`src/rtl/range_gate_pkg.sv`:
```
package range_gate_pkg;
  typedef enum logic [1:0] {
    GS_IDLE = 2'd0,
    GS_FWD  = 2'd1,
    GS_DONE = 2'd2
  } gate_state_t;

  localparam logic SEL_KILL  = 1'b0;
  localparam logic SEL_FAULT = 1'b1;
endpackage

```
`src/rtl/range_gate_match.sv`:
```
module range_gate_match #(
  parameter int NREG = 8,
  parameter int AW   = 16,
  parameter logic [NREG-1:0][AW-1:0] BASE = '0,
  parameter logic [NREG-1:0][AW:0]   SIZE = '0
) (
  input  logic [AW-1:0]   addr,
  input  logic [NREG-1:0] kill,
  output logic            permit,
  output logic            mapped
);
  logic [NREG-1:0] hit;
  logic [AW:0]     addr_x;

  assign addr_x = {1'b0, addr};

  generate
    for (genvar g = 0; g < NREG; g++) begin : g_win
      localparam logic [AW:0] LO = {1'b0, BASE[g]};
      localparam logic [AW:0] HI = LO + SIZE[g];
      assign hit[g] = (addr_x >= LO) && (addr_x < HI);
    end
  endgenerate

  assign mapped = |hit;
  assign permit = |(hit & ~kill);
endmodule

```
`src/rtl/range_gate_regs.sv`:
```
module range_gate_regs
  import range_gate_pkg::*;
#(
  parameter int NREG = 8,
  parameter int AW   = 16,
  parameter int DW   = 32
) (
  input  logic            clk,
  input  logic            rst,
  input  logic            cfg_wr,
  input  logic            cfg_rd,
  input  logic            cfg_sel,
  input  logic [DW-1:0]   cfg_wdata,
  input  logic            fault_set,
  input  logic [AW-1:0]   fault_addr,
  output logic [NREG-1:0] kill,
  output logic [DW-1:0]   cfg_rdata
);
  logic [AW-1:0] fault_q;

  always_ff @(posedge clk) begin
    if (rst) begin
      kill      <= '0;
      fault_q   <= '0;
      cfg_rdata <= '0;
    end else begin
      if (cfg_wr && cfg_sel == SEL_KILL)
        kill <= cfg_wdata[NREG-1:0];
      if (fault_set)
        fault_q <= fault_addr;
      if (cfg_rd)
        cfg_rdata <= (cfg_sel == SEL_FAULT) ? DW'(fault_q) : DW'(kill);
    end
  end
endmodule

```
`src/rtl/range_gate_ctl.sv`:
```
module range_gate_ctl
  import range_gate_pkg::*;
#(
  parameter int AW = 16,
  parameter int DW = 32
) (
  input  logic          clk,
  input  logic          rst,
  input  logic          m_req,
  input  logic          m_we,
  input  logic [AW-1:0] m_addr,
  input  logic [DW-1:0] m_wdata,
  input  logic          permit,
  input  logic          s_ack,
  input  logic [DW-1:0] s_rdata,
  output logic          m_done,
  output logic          m_err,
  output logic [DW-1:0] m_rdata,
  output logic          s_req,
  output logic          lat_we,
  output logic [AW-1:0] lat_addr,
  output logic [DW-1:0] lat_wdata,
  output logic          fault_pulse
);
  gate_state_t state;

  always_ff @(posedge clk) begin
    if (rst) begin
      state       <= GS_IDLE;
      m_done      <= 1'b0;
      m_err       <= 1'b0;
      m_rdata     <= '0;
      s_req       <= 1'b0;
      lat_we      <= 1'b0;
      lat_addr    <= '0;
      lat_wdata   <= '0;
      fault_pulse <= 1'b0;
    end else begin
      m_done      <= 1'b0;
      m_err       <= 1'b0;
      fault_pulse <= 1'b0;
      case (state)
        GS_IDLE: begin
          if (m_req) begin
            lat_we    <= m_we;
            lat_addr  <= m_addr;
            lat_wdata <= m_wdata;
            if (permit) begin
              s_req <= 1'b1;
              state <= GS_FWD;
            end else begin
              m_done      <= 1'b1;
              m_err       <= 1'b1;
              m_rdata     <= '0;
              fault_pulse <= 1'b1;
              state       <= GS_DONE;
            end
          end
        end
        GS_FWD: begin
          if (s_ack) begin
            s_req   <= 1'b0;
            m_done  <= 1'b1;
            m_rdata <= lat_we ? '0 : s_rdata;
            state   <= GS_DONE;
          end
        end
        default: state <= GS_IDLE;
      endcase
    end
  end
endmodule

```
`src/rtl/range_gate.sv`:
```
module range_gate
  import range_gate_pkg::*;
#(
  parameter int NREG = 8,
  parameter int AW   = 16,
  parameter int DW   = 32,
  parameter logic [NREG-1:0][AW-1:0] REGION_BASE = {
    16'hE000, 16'hC000, 16'hA000, 16'h8000,
    16'h6000, 16'h4000, 16'h2000, 16'h0000},
  parameter logic [NREG-1:0][AW:0] REGION_SIZE = {
    17'h01000, 17'h01000, 17'h01000, 17'h01000,
    17'h01000, 17'h01000, 17'h01000, 17'h01000}
) (
  input  logic          clk,
  input  logic          rst,
  input  logic          m_req,
  input  logic          m_we,
  input  logic [AW-1:0] m_addr,
  input  logic [DW-1:0] m_wdata,
  output logic          m_done,
  output logic          m_err,
  output logic [DW-1:0] m_rdata,
  output logic          s_req,
  output logic          s_we,
  output logic [AW-1:0] s_addr,
  output logic [DW-1:0] s_wdata,
  input  logic          s_ack,
  input  logic [DW-1:0] s_rdata,
  input  logic          cfg_wr,
  input  logic          cfg_rd,
  input  logic          cfg_sel,
  input  logic [DW-1:0] cfg_wdata,
  output logic [DW-1:0] cfg_rdata,
  output logic          fault_pulse
);
  logic [NREG-1:0] kill;
  logic            permit;
  logic            mapped;

  range_gate_match #(
    .NREG(NREG), .AW(AW), .BASE(REGION_BASE), .SIZE(REGION_SIZE)
  ) u_match (
    .addr   (m_addr),
    .kill   (kill),
    .permit (permit),
    .mapped (mapped)
  );

  range_gate_ctl #(.AW(AW), .DW(DW)) u_ctl (
    .clk         (clk),
    .rst         (rst),
    .m_req       (m_req),
    .m_we        (m_we),
    .m_addr      (m_addr),
    .m_wdata     (m_wdata),
    .permit      (permit),
    .s_ack       (s_ack),
    .s_rdata     (s_rdata),
    .m_done      (m_done),
    .m_err       (m_err),
    .m_rdata     (m_rdata),
    .s_req       (s_req),
    .lat_we      (s_we),
    .lat_addr    (s_addr),
    .lat_wdata   (s_wdata),
    .fault_pulse (fault_pulse)
  );

  range_gate_regs #(.NREG(NREG), .AW(AW), .DW(DW)) u_regs (
    .clk        (clk),
    .rst        (rst),
    .cfg_wr     (cfg_wr),
    .cfg_rd     (cfg_rd),
    .cfg_sel    (cfg_sel),
    .cfg_wdata  (cfg_wdata),
    .fault_set  (fault_pulse),
    .fault_addr (s_addr),
    .kill       (kill),
    .cfg_rdata  (cfg_rdata)
  );

  logic unused_mapped;
  assign unused_mapped = mapped;
endmodule

```
`config.mk`:
```
export PLATFORM = sky130hd
export DESIGN_NAME = range_gate
export DESIGN_NICKNAME = d
export VERILOG_FILES = /design/src/rtl/range_gate_pkg.sv /design/src/rtl/range_gate_match.sv /design/src/rtl/range_gate_regs.sv /design/src/rtl/range_gate_ctl.sv /design/src/rtl/range_gate.sv
export SDC_FILE = /design/constraint.sdc
export NUM_CORES = 1
export LEC_CHECK = 0
export ABC_AREA = 1
export BUFFER_PORTS_ARGS = -buffer_cell sky130_fd_sc_hd__buf_4
export CORE_UTILIZATION = 34
export DETAILED_ROUTE_END_ITERATION = 8
export SETUP_SLACK_MARGIN = 0.5
export SLEW_MARGIN = 20
export SYNTH_ARGS = -nofsm -noshare
export SYNTH_HDL_FRONTEND = slang
export SYNTH_SLANG_ARGS = --single-unit
```
`constraint.sdc`:
```
create_clock -name clk -period 1.85 [get_ports clk]
set_clock_uncertainty 0.1 [all_clocks]
set_input_delay 0.37 -clock clk [delete_from_list [all_inputs] [get_ports clk]]
set_output_delay 0.37 -clock clk [all_outputs]
set_load 0.005 [all_outputs]
```
=== Word-level counts from Yosys, hierarchy flattened ===
Index checks and enable logic that the tools add are counted.

* Register bits after elaboration: 142
* Input bits: 120
* Output and inout port bits: 117
* Logic and storage cells: 71

* Magnitude comparators: 16
* Equal/unequal tests: 5
* Muxes and demuxes: 18
* Bitwise logic cells: 4
* Reductions and logical operators: 17

{| class="wikitable"
|+ Operator list
! kind !! number
|-
| $mux 32 || 4
|-
| $ge 16x16->1 const B || 4
|-
| $lt 16x16->1 const B || 4
|-
| $pmux 32 s2 || 1
|-
| $ge 16x15->1 const B || 2
|-
| $lt 16x15->1 const B || 2
|-
| $ge 16x1->1 const B || 1
|-
| $ge 16x14->1 const B || 1
|-
| $lt 16x13->1 const B || 1
|-
| $lt 16x14->1 const B || 1
|-
| $mux 16 || 1
|-
| $logic_and 1x1->1 || 9
|-
| $and 8x8->8 || 1
|-
| $ne 2x2->1 const B || 4
|-
| $not 8->8 || 1
|-
| $reduce_and 4->1 || 2
|-
| $reduce_or 8->1 || 1
|-
| $mux 1 || 6
|-
| $mux 2 || 3
|-
| $pmux 1 s2 || 2
|-
| $pmux 2 s2 || 1
|-
| $reduce_and 2->1 || 2
|-
| $eq 2x1->1 const B || 1
|-
| $logic_not 2->1 || 1
|-
| other kinds (3) || 4
|}

=== Logic depth before layout (Yosys ltp) ===
Gate-level depths: netlist (run 1).

* Word-level depth: 7
* Gate-level depth with buffers: 11
* Mapped depth without buffers: 9

=== Modules after synthesis ===
Synthesis (run 1) repeated with hierarchy kept, for this count alone.

* Cells, all modules: 663
* Area, all modules: 5168.7 µm²

{| class="wikitable"
|+ By module, submodules not included
! module !! instances !! cells each !! area an instance (µm²) !! seq. area each (µm²)
|-
| range_gate_ctl || 1 || 384 || 3184.3 || 1721.7
|-
| range_gate_regs || 1 || 243 || 1829.3 || 800.8
|-
| range_gate_match || 1 || 36 || 155.1 || 0.0
|}

=== Least setup slack after synthesis (run 1) ===
No wires, ideal clock.

* Path type: input to register
* From: input m_addr[15]
* To: register u_ctl.m_rdata[12]
* Setup time: 0.064 ns
* Data arrival time: 1.325 ns
* Required time: 1.686 ns
* Slack: 0.361 ns
* Stages on the path: 11
* Path buffers: 2
* Cells stage by stage: buf_6 > inv_4 > nor2_1 > nand3_1 > nand2_1 > nor2_4 > nand3_4 > buf_4 > nand3_1 > nand2_1 > nor2_1

* Longest elaborated chain between the ends: 6
* Elaborated cells between the ends (all ways): 28
* Those cells by class: order compare: 16; eq/ne: 1; bitwise: 1; reduce/logical: 10

{| class="wikitable"
|+ RTL lines
! what !! line !! text
|-
| start: declaration || range_gate.sv:18 || <nowiki>input logic [AW-1:0] m_addr,</nowiki>
|-
| $ge 16x1->1, or another cell as far along || range_gate_match.sv:21 || <nowiki>assign hit[g] = (addr_x >= LO) && (addr_x < HI);</nowiki>
|-
| $logic_and 1x1->1 || range_gate_match.sv:21 ||
|-
| $and 8x8->8 * || range_gate_match.sv:26 || <nowiki>assign permit = |(hit & ~kill);</nowiki>
|-
| $reduce_or 8->1 * || range_gate_match.sv:26 ||
|-
| $ne 2x2->1 (no source line) * || - ||
|-
| $reduce_and 4->1 (no source line) * || - ||
|-
| end signal: assignment || range_gate_ctl.sv:64 || <nowiki>m_rdata <= lat_we ? '0 : s_rdata;</nowiki>
|-
| end: declaration || range_gate_ctl.sv:18 || <nowiki>output logic [DW-1:0] m_rdata,</nowiki>
|}

Every way passes the cells marked *; elsewhere a longest branch is shown, timed or not.
A chain may end at the register's enable or synchronous reset.

=== Worst setup path after layout (run 1) ===
* From: register u_regs.kill[3]
* To: register u_ctl.m_rdata[21]

* Longest elaborated chain between the ends: 5

{| class="wikitable"
|+ RTL lines
! what !! line !! text
|-
| start: declaration || range_gate_regs.sv:16 || <nowiki>output logic [NREG-1:0] kill,</nowiki>
|-
| start signal: assignment || range_gate_regs.sv:28 || <nowiki>kill <= cfg_wdata[NREG-1:0];</nowiki>
|-
| $not 8->8 || range_gate_match.sv:26 ||
|-
| $and 8x8->8 || range_gate_match.sv:26 ||
|-
| $reduce_or 8->1 || range_gate_match.sv:26 ||
|-
| $ne 2x2->1 (no source line) || - ||
|-
| $reduce_and 4->1 (no source line) || - ||
|}

No other way between the ends.

==> results of run 1 <==
through the flow:
stage | hold slack [ps] | total power, W
2_1_floorplan | 331 | 0.00393
3_3_place_gp | 342 | 0.00460
3_5_place_dp | 343 | 0.00461
4_1_cts | 65.0 | 0.00807
5_1_grt | 71.5 | 0.00860
6_report | 78.5 | 0.00821
cell usage after synthesis:
master and number:
o21ai_0 81, nand4_4 1, clkbuf_1 26, dfxtp_1 126, conb_1 1, buf_4 19
nor2_4 2, nand2_1 81, buf_1 4, nand3_4 1, or2_2 1, a21oi_1 22
nand4_1 2, inv_4 1, buf_6 3, nand2_4 2, nor2_1 212, inv_1 53
inv_2 5, buf_2 6, o211ai_1 16, nand2_2 2, nand3_1 45, nor2_2 2
critical path, stage by stage (launching register included):
cell and delay (ps):
dfxtp_2 330, inv_2 50, nand3_2 70, nand2_2 70
nor2_4 140, nand3_4 170, buf_4 200, nand2_4 110
nor2_1 50, nor2_1 70
layer usage:
layer | share of wire (%) | vias up
met3 | 6.1 | 22
met1 | 43 | 2382
met5 | 0 | -
met2 | 49 | 146
met4 | 2.1 | 0
li1 | - | 2715
layout by cell type, fill, tap and decap left out, types with 6 or more instances in the layout:
| cell | Yosys | layout |
|---|---|---|
| o21ai_1 | 0 | 11 |
| nand3_2 | 0 | 14 |
| clkbuf_16 | 0 | 17 |
| buf_4 | 19 | 150 |
| dfxtp_1 | 126 | 23 |
| o211ai_1 | 16 | 16 |
| nand2_1 | 81 | 76 |
| nand3_1 | 45 | 31 |
| buf_12 | 0 | 6 |
| buf_6 | 3 | 95 |
| dfxtp_2 | 0 | 96 |
| dfxtp_4 | 0 | 7 |
| inv_1 | 53 | 42 |
| inv_2 | 5 | 12 |
| nor2_1 | 212 | 205 |
| a21oi_1 | 22 | 22 |
| nor2_4 | 2 | 6 |
| conb_1 | 1 | 16 |
| o21ai_0 | 81 | 70 |
registers in the layout, indices dropped and copies added, names as in the netlist:
register,count
u_ctl.lat_wdata,32
u_ctl.m_rdata,32
u_ctl.lat_addr,16
u_regs.cfg_rdata,16
u_regs.fault_q,16
u_regs.kill,8
u_ctl.state,2
u_ctl.lat_we,1
u_ctl.m_done,1
u_ctl.m_err,1
u_ctl.s_req,1
cells by family (layout without fill, tap and decap cells):
kind of cell / Yosys count / in the layout
buffers and inverters: 117 / 347
AO/OA/AOI/OAI: 119 / 119
AND/OR/NAND/NOR: 351 / 355
other: 1 / 16
flip-flops: 126 / 126
power breakdown:
part	internal [W]	switching [W]
clock	0.00184	0.00127
sequential	0.00304	0.000192
combinational	0.00102	0.000856
total	0.00590	0.00232
layout make-up:
type / instances / area, um2
Inverter: 59 / 239
Clock buffer: 18 / 429
Multi-Input combinational cell: 490 / 2360
Clock inverter: 13 / 119
Tap cell: 184 / 230
Timing Repair Buffer: 257 / 2480
Fill cell: 1361 / 6120
Sequential cell: 126 / 2670
how the worst max path moves through the flow:
stage	slack, ps	start	to
final	420	u_regs.kill[3]$_SDFFE_PP0P_	u_ctl.m_rdata[21]$_SDFFE_PP0P_
after floorplan	390	m_addr[15]	u_ctl.m_rdata[11]$_SDFFE_PP0P_
after CTS	440	u_ctl.m_err$_SDFF_PP0_	fault_pulse
after global placement	170	m_addr[12]	u_ctl.m_rdata[6]$_SDFFE_PP0P_
after detailed placement	160	m_addr[12]	u_ctl.m_rdata[14]$_SDFFE_PP0P_
after global routing	310	u_regs.kill[3]$_SDFFE_PP0P_	u_ctl.m_rdata[19]$_SDFFE_PP0P_
what timing repair did:
item                                    4_1_cts  5_1_grt
endpoints found under the hold margin         0        0
buffers inserted                             31       15
gates cloned                                  6        2
endpoints found under the setup margin      146      153
pin swaps                                    15       19
gates resized for setup                     163      107
==> results.md, run 1 <==
- Count of hold buffers inserted by post-cts repair: 0
- Post-route non-filler standard cell count: 1,147
- Post-detailed-placement cell area: 0.00675 mm2
- Via/cell ratio: 4.59
- Synth top area share: 48.9%
- Largest driver fanout on the critical path: 8
- Detailed placer's ending HPWL: 10,400 um
- Post-route setup TNS: 0 ps
- Global-route wire length before repair: 26,100 um
- Fraction of layout cells with a size suffix above 1: 46.5%
- Post-synthesis sequential area ratio: 48.9%
- RR Startpoint: u_regs.kill[3]$_SDFFE_PP0P_
- Min-Delay Path Depth: 3
- Number of antenna violations at the first check in global routing: 0
- Final Hold Violating Endpoints: 0
- Placement-stage worst setup slack: 162 ps
- R2R setup slack: 420 ps
- IO Pins: 237
- Leakage power: 4.07 nW
- Adder-cell area share of the yosys netlist: 0%
- CP Data Required Time: 2100 ps
- # setup viols final: 0
- Total number of H-tree levels: 4
- Min-delay worst type: primary input to flip-flop
- Met2 track demand over resource in global routing: 34.9%
- Via count: 5,265
- Worst setup slack after layout: 415 ps
- Share of the synthesized area in compound gates (AO/OA/AOI/OAI): 12.3%
- Parity-gate share of the synthesized area counting xor and xnor cells: 0%
- CTS tree: yes
- Basic-gate share of the synthesized area counting and, or, nand and nor cells: 28.2%
- Library cells used by synthesis: 24
- Die W: 125 um
- Data arrival time at the worst-slack endpoint: 1690 ps
- Mean Syn Cell Area: 7.22 um2
- Final clock period utilization by the worst path: 77.6%
- Total wirelength of the detailed-routed design: 16,900 um
- Cell area after layout: 0.00853 mm2
- Share of the core filled with cells: 58.2%
- Dominant combinational cell family by area after synthesis: simple AND/OR/NAND/NOR gates
- Number of nets in the finished design: 1,071
- Sinks on Clock Net: 126
- Synth Warn #: 0
- CTS Buffer Depth: 2
- Detail Route Antenna Nets: 0
- DRC viols: 8
- GRT Residual Overflow: 0
- Count of input and output buffers: 196
- Startpoint kind of the worst setup timing path: flip-flop
- Area growth syn-to-layout: 65.4%
- Die Ht: 125 um
- Violated checks: DRC
- Max_cap viols: 0
- Post-synthesis instance total: 714
- Number of pins exceeding their max-slew limit in the final report: 0
- TritonCTS Buffers: 17
- Peak supply drop: 737 uV
- Netlist area before placement: 0.00516 mm2
- Leading post-synthesis cells by cell area: dfxtp_1, nor2_1, o21ai_0, nand2_1, nand3_1
- Initial detailed-routing violation count: 281
- RSZ-0062 raised after global routing: true
- Clock transition at path regs: 60 ps
- Pin count of the biggest net entering global routing: 90
- Run status: finished, violations left
- Diodes inserted: 0
- Layer with the highest usage after global routing: met2
- Capturing element type of the critical path: flip-flop
- Die area: 0.0157 mm2
- Placed cell count: 1,062
- Met1 track utilization from global routing: 26.5%
- Gr usage total: 21.5%
- Last weighted congestion value of the routability-driven placer: 0.831
- Endpoint of the most critical register-to-register path: u_ctl.m_rdata[21]$_SDFFE_PP0P_
- Clock Tree Root: clkbuf_16
- Core Box Area: 0.0146 mm2
- Clock latency at the later pin of the worst-skew pair: 420 ps
- Path type of the worst setup path: flip-flop to flip-flop
- Final Critical Period: 1430 ps
- Worst Hold Endpoint: u_ctl.lat_wdata[0]$_SDFFE_PP0P_
- Initial cell density of the core: 35.2%
- Routed wire per std cell: 14.7 um
- Via count of the first global-routing pass: 4,926
- Standard-cell rows: 44
- Met3 global-route usage: 6.68%
- Multiplexer fraction of the synthesized cell area: 0%
- Pwr per Cell Area: 963 mW/mm2
- TritonRoute pass-1 iters: 9
- Highest Clock Rate: 697 MHz
- Hold path start: m_wdata[0]
- FF-to-FF path depth: 9
- Post-synth top area cell: dfxtp_1
- Flip-flop and latch count after synthesis: 126
Note: power is estimated with default switching activity, not from simulation.
==> inputs of run 2 (changes only) <==
- clock period: 1.85 -> 1.3 ns (I/O delays scaled with it)
==> run 2 against run 1 <==
  * The flow finishes with violations (DRC, hold timing, setup timing)
  * Via count grew 3.9%
  * Largest cell class is now buffers
  * Setup slack got worse by 570 ps
  * Clock power increased by 43%
==> results.md, run 2 (same netlist as run 1, synthesis figures left out) <==
- Run status: finished, violations left
- Violated checks: DRC, hold timing, setup timing
- Post-detailed-placement cell area: 0.00728 mm2 (+8.0%)
- Number of nets in the finished design: 1,111 (+3.7%)
- TritonRoute pass-1 iters: 8 (-1)
- Clock Tree Root: clkbuf_16
- Placement-stage worst setup slack: -269 ps (-431 ps)
- Peak supply drop: 953 uV (+29%)
- Area growth syn-to-layout: 83.9%
- Final Critical Period: 1450 ps (+15.9 ps)
- Sequential group share of total power: 37.5% (-1.8 points)
- # setup viols final: 85 (+85)
- Number of pins exceeding their max-slew limit in the final report: 0 (unchanged)
- Gr usage total: 21.1% (-0.42 points)
- Fraction of layout cells with a size suffix above 1: 58.2% (+12 points)
- Area of combinational cells with multiple inputs: 0.00270 mm2 (+14%)
- RSZ-0062 raised after global routing: true
- Startpoint kind of the worst setup timing path: flip-flop
- Count of input and output buffers: 196 (unchanged)
- Portion of total power attributed to combinational logic: 26.2% (+3.3 points)
- Switching share of power: 27.9% (-0.30 points)
- Detailed placer's ending HPWL: 10,700 um (+3.3%)
- Highest Clock Rate: 689 MHz (-1.1%)
- TritonCTS Buffers: 17 (unchanged)
- Final Hold Slack: -26.8 ps (-105 ps)
- Cell area after layout: 0.00948 mm2 (+11%)
- Psw: 0.00343 W (+48%)
- IO Pins: 237 (unchanged)
- Clock transition at path regs: 60 ps (about the same)
- Clock latency at the later pin of the worst-skew pair: 410 ps (about the same)
- Standard-cell rows: 44 (unchanged)
- CTS tree: yes
- Routed wire per std cell: 14.3 um (-2.5%)
- Path type of the worst setup path: flip-flop to flip-flop
- Via/cell ratio: 4.60 (+0.29%)
- Number of antenna violations at the first check in global routing: 0 (unchanged)
- Last weighted congestion value of the routability-driven placer: 0.804 (-3.2%)
- Data arrival time at the worst-slack endpoint: 1690 ps (about the same)
- Die W: 125 um (unchanged)
- Power consumption: 0.0123 W (+50%)
- Core Box Area: 0.0146 mm2 (unchanged)
- FF/Latch Area: 0.00267 mm2 (about the same)
- CP Data Required Time: 1540 ps (-560 ps)
- Number of fillers in the final layout: 1,240 (-8.9%)
- Highest-count cells in the layout ignoring fill and taps: nor2_1, buf_4, buf_6, dfxtp_2, nand2_1
- Diodes inserted: 0 (unchanged)
- Largest registers in the final layout: u_ctl.lat_wdata x32, u_ctl.m_rdata x32
- Die area: 0.0157 mm2 (unchanged)
- Via count: 5,469 (+3.9%)
- CTS Buffer Depth: 2 (unchanged)
- Total number of H-tree levels: 4 (unchanged)
- Min-delay worst type: primary input to flip-flop
- Pwr per Cell Area: 1300 mW/mm2 (+35%)
- Worst setup slack after layout: -151 ps (-566 ps)
- Leakage power: 4.38 nW (+7.6%)
- Most common cell after layout, fill and taps aside: nor2_1
- Share of total power in the clock network: 36.3% (-1.6 points)
- Sinks on Clock Net: 126 (unchanged)
- Pin count of the biggest net entering global routing: 50 (-44%)
- Final Hold Violating Endpoints: 38 (+38)
- Most frequent CP cell: nor2_4
- Via count of the first global-routing pass: 5,030 (+2.1%)
- Initial detailed-routing violation count: 266 (-5.3%)
- Critical path's largest stage delay: 360 ps (+30 ps)
- Min-Delay Path Depth: 3 (unchanged)
- Max_cap viols: 0 (unchanged)
- Global-route wire length before repair: 25,900 um (-0.61%)
- FF-to-FF path depth: 10 (+1)
- Largest driver fanout on the critical path: 8 (unchanged)
- Post-route non-filler standard cell count: 1,188 (+3.6%)
- Die Ht: 125 um (unchanged)
- Capturing element type of the critical path: flip-flop
- Detail Route Antenna Nets: 0 (unchanged)
- Placed cell count: 1,104 (+4.0%)
- Total wirelength of the detailed-routed design: 17,000 um (+0.95%)
- Internal Pwr Total: 0.00886 W (+50%)
- DRC viols: 2 (-6)
- Worst path cell trace: buf_6, inv_4, nor2_4, inv_2, nor2_4, buf_6, inv_12, nor2_4, nor2_2, nor2_1
- Max stage delay cell, worst path: dfxtp_2
- Final clock period utilization by the worst path: 112% (+34 points)
- GRT Residual Overflow: 0 (unchanged)
- Initial cell density of the core: 35.2% (unchanged)
run 2: cell count changes in the layout (fill, tap and decap cells not counted), sizes merged:
cell / change
inv: +1
clkbuf: +11
clkinv: -2
buf: +38
bufbuf: -2
clkinvlp: -2
nand2: -3
run 2: final timing paths:
kind,from,end,slack [ps]
worst max-delay path,u_ctl.state[0]$_SDFFE_PP0P_,u_ctl.m_rdata[12]$_SDFFE_PP0P_,-150
worst min-delay path,m_wdata[3],u_ctl.lat_wdata[3]$_SDFFE_PP0P_,-30
worst max register to register,u_ctl.state[0]$_SDFFE_PP0P_,u_ctl.m_rdata[12]$_SDFFE_PP0P_,-150
worst min register to register,u_regs.fault_q[12]$_SDFFE_PP0P_,u_regs.cfg_rdata[12]$_SDFFE_PP0P_,350
run 2: layout make-up:
class | instances | share of cell area [%]
multi-input combinational | 487 | 28.4
tap | 184 | 2.43
sequential | 126 | 28.1
timing repair inverter | 1 | 0.119
inverter | 59 | 2.67
clock inverter | 9 | 0.910
clock buffer | 23 | 4.93
timing repair buffer | 299 | 32.4
run 2: timing repair:
action,in CTS,in global routing
setup endpoints to repair,215,221
endpoints found under the hold margin,46,31
pin swaps,15,41
gates cloned,3,7
gates resized for setup,158,235
buffers inserted,28,14
run 2: worst max-delay path: cells and delay by family (launching register included):
| family | cells | cell delay [ps] |
|---|---|---|
| AND/OR/NAND/NOR | 5 | 480 |
| flip-flops | 1 | 360 |
| buffers and inverters | 5 | 450 |
run 2: power by group through the flow:
stage / logic (W) / registers [W] / clock network (W)
after floorplan: 0.00116 / 0.00456 / 0
after global placement: 0.00230 / 0.00456 / 0
after detailed placement: 0.00231 / 0.00456 / 0
after CTS: 0.00269 / 0.00453 / 0.00454
after global routing: 0.00350 / 0.00465 / 0.00473
final: 0.00322 / 0.00461 / 0.00445
run 2: layer usage:
layer  share of wire, %  global-route usage [%]
met2                 51                    35.0
met4                1.5                    7.10
met5                  0                       0
met3                5.4                    5.61
met1                 43                    26.4
run 2: per-stage QoR:
| stage | utilization (%) | TNS (ps) |
|---|---|---|
| after global routing | 64.8 | -11420 |
| after global placement | 49.7 | -11740 |
| final | 64.8 | -5220 |
| after floorplan | - | -907 |
| after CTS | 58.1 | -4570 |
| after detailed placement | 49.7 | -12400 |
